### config.mk
export PLATFORM = sky130hd
export DESIGN_NAME = fbs_sram
export DESIGN_NICKNAME = d
export VERILOG_FILES = /design/src/rtl/fbs_pkg.sv /design/src/rtl/fbs_burst_ctr.sv /design/src/rtl/fbs_lane_mask.sv /design/src/rtl/fbs_mem_array.sv /design/src/rtl/fbs_sram.sv
export SDC_FILE = /design/constraint.sdc
export NUM_CORES = 2
export LEC_CHECK = 0
export BUFFER_PORTS_ARGS = -buffer_cell sky130_fd_sc_hd__buf_2
export CORE_MARGIN = 2
export CORE_UTILIZATION = 57
export DETAILED_ROUTE_END_ITERATION = 8
export PLACE_DENSITY_LB_ADDON = 0.1
export SETUP_SLACK_MARGIN = 0.05
export SLEW_MARGIN = 20
export SYNTH_ARGS = -nofsm -noshare
export SYNTH_HDL_FRONTEND = slang
export SYNTH_SLANG_ARGS = --single-unit
### constraint.sdc
create_clock -name clk -period 3.15 [get_ports clk]
set_input_delay 0.315 -clock clk [delete_from_list [all_inputs] [get_ports clk]]
set_output_delay 0.315 -clock clk [all_outputs]
set_load 0.03 [all_outputs]
### src/rtl/fbs_pkg.sv
package fbs_pkg;

    localparam int LANE_BITS = 9;

    typedef enum logic {
        ORDER_LINEAR      = 1'b0,
        ORDER_INTERLEAVED = 1'b1
    } burst_order_e;

    typedef struct packed {
        logic [1:0] start;
        logic [1:0] beat;
    } burst_state_t;

    function automatic logic [1:0] beat_offset(input burst_state_t st,
                                               input burst_order_e order);
        logic [1:0] res;
        if (order == ORDER_INTERLEAVED) res = st.start ^ st.beat;
        else                            res = st.start + st.beat;
        return res;
    endfunction

endpackage

### src/rtl/fbs_burst_ctr.sv
module fbs_burst_ctr
    import fbs_pkg::*;
(
    input  logic       clk,
    input  logic       rst,
    input  logic       load,
    input  logic       step,
    input  logic [1:0] start_in,
    input  logic       order_sel,
    output logic [1:0] beat,
    output logic [1:0] lo_addr
);
    burst_state_t st_q;

    always_ff @(posedge clk) begin
        if (rst) begin
            st_q <= '0;
        end else if (load) begin
            st_q.start <= start_in;
            st_q.beat  <= 2'd0;
        end else if (step) begin
            st_q.beat  <= st_q.beat + 2'd1;
        end
    end

    assign beat    = st_q.beat;
    assign lo_addr = beat_offset(st_q, burst_order_e'(order_sel));
endmodule

### src/rtl/fbs_lane_mask.sv
module fbs_lane_mask #(
    parameter int LANES = 4
) (
    input  logic             all_wr_n,
    input  logic             bytewr_n,
    input  logic [LANES-1:0] lane_wr_n,
    output logic [LANES-1:0] lane_en
);
    for (genvar i = 0; i < LANES; i++) begin : g_lane
        assign lane_en[i] = ~all_wr_n | (~bytewr_n & ~lane_wr_n[i]);
    end
endmodule

### src/rtl/fbs_mem_array.sv
module fbs_mem_array
    import fbs_pkg::*;
#(
    parameter int AW    = 6,
    parameter int LANES = 4,
    localparam int DEPTH = 1 << AW,
    localparam int DW    = LANES * LANE_BITS
) (
    input  logic             clk,
    input  logic             we,
    input  logic [LANES-1:0] lane_en,
    input  logic [AW-1:0]    addr,
    input  logic [DW-1:0]    wdata,
    output logic [DW-1:0]    rdata
);
    for (genvar i = 0; i < LANES; i++) begin : g_lane
        logic [LANE_BITS-1:0] cells [DEPTH];

        always_ff @(posedge clk) begin
            if (we && lane_en[i]) begin
                cells[addr] <= wdata[i*LANE_BITS +: LANE_BITS];
            end
        end

        assign rdata[i*LANE_BITS +: LANE_BITS] = cells[addr];
    end
endmodule

### src/rtl/fbs_sram.sv
module fbs_sram
    import fbs_pkg::*;
#(
    parameter int AW = 6,
    parameter int DW = 36,
    localparam int LANES = DW / LANE_BITS
) (
    input  logic             clk,
    input  logic             rst,
    input  logic [AW-1:0]    addr,
    input  logic             cpu_strobe,
    input  logic             ctl_strobe,
    input  logic             adv,
    input  logic             cs_n,
    input  logic             cs_hi,
    input  logic             cs2_n,
    input  logic             order_sel,
    input  logic             all_wr_n,
    input  logic             bytewr_n,
    input  logic [LANES-1:0] lane_wr_n,
    input  logic [DW-1:0]    din,
    input  logic             out_en_n,
    input  logic             sleep,
    output logic [DW-1:0]    q,
    output logic             q_drive
);
    logic             accept;
    logic             sel_next;
    logic [LANES-1:0] lane_en_now;
    logic             wr_now;

    logic             sel_q;
    logic [AW-3:0]    hi_q;
    logic             pend_q;
    logic [LANES-1:0] lanes_q;
    logic [DW-1:0]    din_q;

    logic [1:0]       beat;
    logic [1:0]       lo_addr;
    logic [AW-1:0]    cur_addr;
    logic [DW-1:0]    rdata;

    // Controller strobe always counts; the processor strobe needs the primary select.
    assign accept   = ctl_strobe | (cpu_strobe & ~cs_n);
    assign sel_next = ~cs_n & cs_hi & ~cs2_n;
    assign wr_now   = |lane_en_now;

    fbs_lane_mask #(.LANES(LANES)) u_mask (
        .all_wr_n  (all_wr_n),
        .bytewr_n  (bytewr_n),
        .lane_wr_n (lane_wr_n),
        .lane_en   (lane_en_now)
    );

    always_ff @(posedge clk) begin
        if (rst) begin
            sel_q   <= 1'b0;
            hi_q    <= '0;
            pend_q  <= 1'b0;
            lanes_q <= '0;
            din_q   <= '0;
        end else begin
            if (accept) begin
                sel_q  <= sel_next;
                hi_q   <= addr[AW-1:2];
                // A start taken by the processor strobe alone is always a read.
                pend_q <= ctl_strobe & sel_next & wr_now;
            end else begin
                pend_q <= sel_q & wr_now;
            end
            lanes_q <= lane_en_now;
            din_q   <= din;
        end
    end

    fbs_burst_ctr u_ctr (
        .clk       (clk),
        .rst       (rst),
        .load      (accept),
        .step      (adv & sel_q),
        .start_in  (addr[1:0]),
        .order_sel (order_sel),
        .beat      (beat),
        .lo_addr   (lo_addr)
    );

    assign cur_addr = {hi_q, lo_addr};

    fbs_mem_array #(.AW(AW), .LANES(LANES)) u_mem (
        .clk     (clk),
        .we      (pend_q & ~sleep),
        .lane_en (lanes_q),
        .addr    (cur_addr),
        .wdata   (din_q),
        .rdata   (rdata)
    );

    assign q_drive = sel_q & ~out_en_n & ~sleep;
    assign q       = q_drive ? rdata : '0;
endmodule

* Word level (Yosys, flattened, before mapping) *
Memory sizes are Yosys's and may differ from the RTL's.
Index checks and enable logic that the tools add are counted.

word-level totals
  memory bits (writable) = 2304
  bits in read-only memories = 0
  bits in latches = 0
  word-level logic and storage cells = 60
  register bits = 50
  input port bits = 59
  memories kept = 4

memories
  memory                 words  width  read ports  clocked after Yosys merged registers in  write ports  RTL line             RTL
  u_mem.g_lane[0].cells  64     9      1           0                                        1            fbs_mem_array.sv:17  logic [LANE_BITS-1:0] cells [DEPTH];
  u_mem.g_lane[1].cells  64     9      1           0                                        1            fbs_mem_array.sv:17
  u_mem.g_lane[2].cells  64     9      1           0                                        1            fbs_mem_array.sv:17
  u_mem.g_lane[3].cells  64     9      1           0                                        1            fbs_mem_array.sv:17

cells by class
  multiply operators = 0
  equality and inequality tests = 0
  div/mod/pow operators = 0
  mux-type cells = 11
  bitwise gates (word level) = 30
  shift-type cells = 0
  add/subtract/negate cells = 2
  $lt $le $gt $ge = 0
  reduce and logical (&&, ||, !) cells = 6

operator list
  operator                                      number
  2-to-1 mux 36 bit                             1
  bitwise AND 1 bit                             14
  inverter 1 bit                                10
  2-to-1 mux 1 bit                              9
  bitwise OR 1 bit                              5
  logical AND 1 bit                             4
  OR reduction 4 bit                            1
  adder 2 x 1 -> 2 bit (second input constant)  1
  adder 2 bit                                   1
  2-to-1 mux 2 bit                              1
  OR reduction 2 bit                            1
  XOR 2 bit                                     1

* Depth between registers and ports, before layout *
  depth in word-level cells = 6
  mapped depth = 13
  depth with buffers taken out = 8

* Cells and area by module *
A second synthesis with hierarchy kept.

unflattened totals
  cells, all modules = 5344
  area total of the unflattened synthesis = 90334.1 sq um

modules (own cells, without submodules)
  module         times used  cells each  area an instance (sq um)
  fbs_mem_array  1           5163        88467.3
  fbs_sram       1           156         1639.1
  fbs_burst_ctr  1           21          207.7
  fbs_lane_mask  1           4           20.0

* Worst setup path before layout *
No wires, ideal clock.

  path kind = flip-flop to output port
  start point = reg u_ctr.beat[0] (netlist name)
  end point = out q[25]
  data required time = 2.835 ns
  arrival time = 3.263 ns
  path slack = -0.428 ns
  buffers on the path = 7
  cell stages (with the launch flop) = 13
  cell sequence = dfxtp_1 -> ha_1 -> buf_2 -> buf_4 -> buf_4 -> buf_2 -> buf_2 -> buf_2 -> buf_2 -> nand3_1 -> nand3_1 -> o211ai_1 -> nor4_1

on the way
  longest elaborated chain between the ends = 4
  elaborated cells between the ends (all ways) = 5

ends and longest elaborated chain
  element                                   RTL line                      RTL
  adder 2 bit or XOR 2 bit (tied branches)  fbs_pkg.sv:19, fbs_pkg.sv:18
  2-to-1 mux 2 bit (*)                      fbs_pkg.sv:18                 if (order == ORDER_INTERLEAVED) res = st.start ^ st.beat;
  memory read (64 x 9 bit) (*)              --
  2-to-1 mux 36 bit (*)                     fbs_sram.sv:99                assign q = q_drive ? rdata : '0;
  end: declaration                          fbs_sram.sv:24                output logic [DW-1:0] q,

Mark *: on every way between the ends. The rest lies on a longest branch, timed or not.

* Worst setup path in the final report *
  start point = reg u_ctr.beat[0] (netlist name)
  end point = out q[22]

on the way
  longest elaborated chain between the ends = 4
  elaborated cells between the ends (all ways) = 5

ends and longest elaborated chain
  element                                   RTL line
  adder 2 bit or XOR 2 bit (tied branches)  fbs_pkg.sv:19, fbs_pkg.sv:18
  2-to-1 mux 2 bit (*)                      fbs_pkg.sv:18
  memory read (64 x 9 bit) (*)              --
  2-to-1 mux 36 bit (*)                     fbs_sram.sv:99

Marked as above.

==> summary.md <==
| Metric | Value |
|---|---|
| Synth Instances | approximately 5.2k |
| Total grt overflow | 0 |
| Final Skew | between 0.03 and 0.04 ns |
| Global-route wire length before repair | between 300000 and 400000 um |
| Final Hold Fails | 0 |
| Final setup margin | -1.084 ns |
| Routed vias/inst | around 6.3 |
| Layout cell share with drive strength beyond 1 | between 30% and 40% |
| Setup-failing EPs final | 36 |
| GP Congestion | roughly 0.89 |
| Worst Path Buf+Inv | 7 |
| Total track usage | 31.69% |
| Setup TNS Final | -35.56 ns |
| Type of the worst setup path | flop to output pin |
| CTS tree | yes |
| LEAKAGE | around 37 nW |
| Area share of the largest cell type after synthesis | 76.40% |
| Number of global-route vias before repair | 51.70k |
| Routed WL per cell | about 31 um |
| Initial DRC Count | slightly below 7k |
| Failing checks | setup timing |
| Slew HR | between 20% and 30% |
| Crit. End Element | output pin |
| Worst Max-Slew Pin Slew | approximately 1.1 ns |
| Worst endpoint data arrival time | just under 4 ns |
| Drt first pass iters | 6 |
| Family with the most delay on the worst path | simple AND/OR/NAND/NOR gates |
| Number of CTS-inserted buffers | 225 |
| Synth area leaders | edfxtp_1 76%, mux4_2 8.2%, nand2_1 2.4% |
| Area grow syn2layout | 23.88% |
| Total Nets Final | about 6.2k |
| Chip height | about 400 um |
| Dpl ws | -0.6096 ns |
| Register area share after synthesis | 77.50% |
| Worst-skew pair later-pin latency | 0.87 ns |
| Number of distinct library cells after synthesis | 48 |
| CP max FO | 8 |
| Syn_nets | approximately 5.2k |
| Pwr Density | 591.7 nW/um2 |
| MaxCap Viol Count | 0 |
| Peak supply drop | a little over 0.6 mV |
| Cell Chain, Critical Path | ha_4 -> nor2b_4 -> buf_6 -> xor2_4 -> buf_12 -> buf_16 -> buf_12 -> buf_16 -> buf_12 -> nand2_2 -> a31oi_1 -> o211ai_1 -> or4_4 -> nor4_4 -> buf_6 |
| Asr flop ratio synth | 0% |
| CTS Sinks | around 2.4k |
| Root Driver | clkbuf_16 |
| Die area | about 160000 um2 |
| Clock transition at path regs | roughly 0.06 ns |
| Die span in x | between 400 and 500 um |
| Area of the core | approximately 160000 um2 |
| RSZ-0062 raised after global routing | true |
| Register bit total from synthesis | ~2.4k |
| CP max-delay cell | or4_4 |
| H-tree depth | 4 |
| CTS Buffer Depth | 3 |
| Count leader, synth | edfxtp_1 |
| Commonest register cell after synthesis | edfxtp_1 |
| Status | finished with violations |
| CP most frequent cell | buf_12 |
| I/O pins | 96 |
| Rows | 146 |
| Final min period | about 4.2 ns |
| Most frequent cells after synthesis | 2304 x edfxtp_1, 567 x nand2_1, 382 x nor2_1, 328 x mux4_2, 269 x nand3_1 |
| Post-synth top area cell | edfxtp_1 |
| Post-synth EDFFs | around 2.3k |
| Max Fclk | 0.2362 GHz |
| Req. time, crit path | 2.83 ns |
| Hold crit path type | input pin to flop |
| Critical path startpoint category | flop |
| Yosys warns | 0 |
| Total wire length | around 260000 um |
| Starting Density | approximately 57% |
| Post-Syn Area | approximately 91000 um2 |
| Worst path max stage delay | between 0.5 and 0.6 ns |
| Average cell area after synthesis | approximately 17 um2 |
| Fillers | 9838 |
| Max Slew Vio Count | 0 |
| Part of the cycle the worst path needs | 134.4% |
| Buffers on Ports | 95 |
| Largest net degree at the start of global routing | 65 |
| Remaining DRCs | 0 |
| Hpwl dp | 162800 um |
| DR vias | 53.17k |
| Number of antenna violations at the first check in global routing | 7 |
| Final ANT Viol Nets | 0 |
==> final timing paths <==
check                 from                      endpoint  slack (ns)  cells past startpoint
max          u_ctr.beat[0]                         q[22]       -1.08                     15
min                    rst                     din_q[15]       0.002                      2
max reg2reg  u_ctr.beat[0]  u_mem.g_lane[0].cells[14][3]        0.07                     15
min reg2reg      din_q[27]  u_mem.g_lane[3].cells[37][0]        0.64                      0
==> power breakdown <==
| part | switching [mW] | leakage, nW | internal, mW |
|---|---|---|---|
| sequential | 0.249 | 21.4 | 34.4 |
| combinational | 2.54 | 12.3 | 1.93 |
| clock | 11.5 | 3.63 | 15.8 |
| total | 14.3 | 37.3 | 52.1 |
==> final cells by class <==
type                       count  area (um2)  share of cell area (%)
tap                         2072        2592                   2.311
antenna                        1       2.502                0.002231
multi-input combinational   2499       20930                   18.65
inverter                       3       12.51                 0.01115
clock buffer                 312        6163                   5.494
sequential                  2354       70240                   62.61
timing repair buffer        1074       10940                   9.754
clock inverter               114        1304                   1.162
==> through the flow <==
step | instances | util, % | power (mW) | instance area (um2) | hold WS [ns]
2_1_floorplan | 5175 | - | 37.09 | 90940 | 0.4140
3_3_place_gp | 7793 | 63.05 | 38.87 | 99630 | 0.5104
3_5_place_dp | 7793 | 63.05 | 38.91 | 99630 | 0.5218
4_1_cts | 8365 | 69.80 | 66.29 | 110300 | 0.0004304
5_1_grt | 8429 | 71.00 | 68.02 | 112200 | 0.04735
6_report | 8429 | 71.00 | 66.38 | 112200 | 0.001626
==> state kept, by name, indices dropped and copies added (netlist names) <==
| register | cells |
|---|---|
| u_mem.g_lane.cells | 2304 |
| din_q | 36 |
| u_ctr.beat | 2 |
| lanes_q | 4 |
| sel_q | 1 |
| hi_q | 4 |
| pend_q | 1 |
| u_ctr.st_q | 2 |
==> timing repair <==
item,4_1_cts,5_1_grt
gates cloned,17,22
hold buffers,74,0
hold endpoints to repair,50,0
buffers inserted,59,47
resized for setup,343,242
endpoints found under the setup margin,172,504
pin swaps,116,84
==> layout by cell type (no fill, tap or decap), drive strengths merged, types with 6 or more instances in the layout <==
cell | Yosys | layout
dlygate4sd3 | 0 | 74
clkinvlp | 0 | 6
o21ai | 51 | 51
nand3 | 269 | 269
and3 | 54 | 54
dfxtp | 50 | 50
mux4 | 328 | 328
buf | 172 | 976
mux2i | 146 | 146
a2111oi | 8 | 8
edfxtp | 2304 | 2304
nor3 | 13 | 13
a21oi | 152 | 152
a22oi | 25 | 25
nor2 | 382 | 382
or4 | 21 | 21
a221oi | 7 | 7
nand2 | 567 | 567
nand4 | 19 | 19
a31oi | 109 | 109
nor2b | 91 | 91
clkinv | 0 | 77
o22ai | 25 | 25
o221ai | 10 | 10
inv | 3 | 8
a211o | 20 | 20
bufinv | 0 | 26
clkbuf | 147 | 333
nor4 | 40 | 40
o211ai | 60 | 60
and2 | 7 | 7
a211oi | 49 | 49
==> metal layers <==
| metal | vias up | track usage, % | share of wire, % |
|---|---|---|---|
| li1 | 22430 | - | - |
| met1 | 27400 | 45.10 | 39 |
| met2 | 2906 | 49.81 | 48 |
| met3 | 420 | 6.519 | 9.9 |
| met4 | 6 | 10.34 | 3.3 |
| met5 | - | 0 | 0.015 |
==> logic make-up (layout without fill, tap and decap cells) <==
logic type	count (synthesis)	count (layout)	synth area share (%)
AO/OA/AOI/OAI	538	538	3.802
XOR/XNOR	5	5	0.05666
adder cells (fa/ha/maj)	1	1	0.01381
buffers and inverters	322	1503	1.572
flip-flops	2354	2354	77.50
multiplexers	477	477	9.808
other	0	1	0
AND/OR/NAND/NOR	1478	1478	7.245
Note: power is estimated with default switching activity, not from simulation.
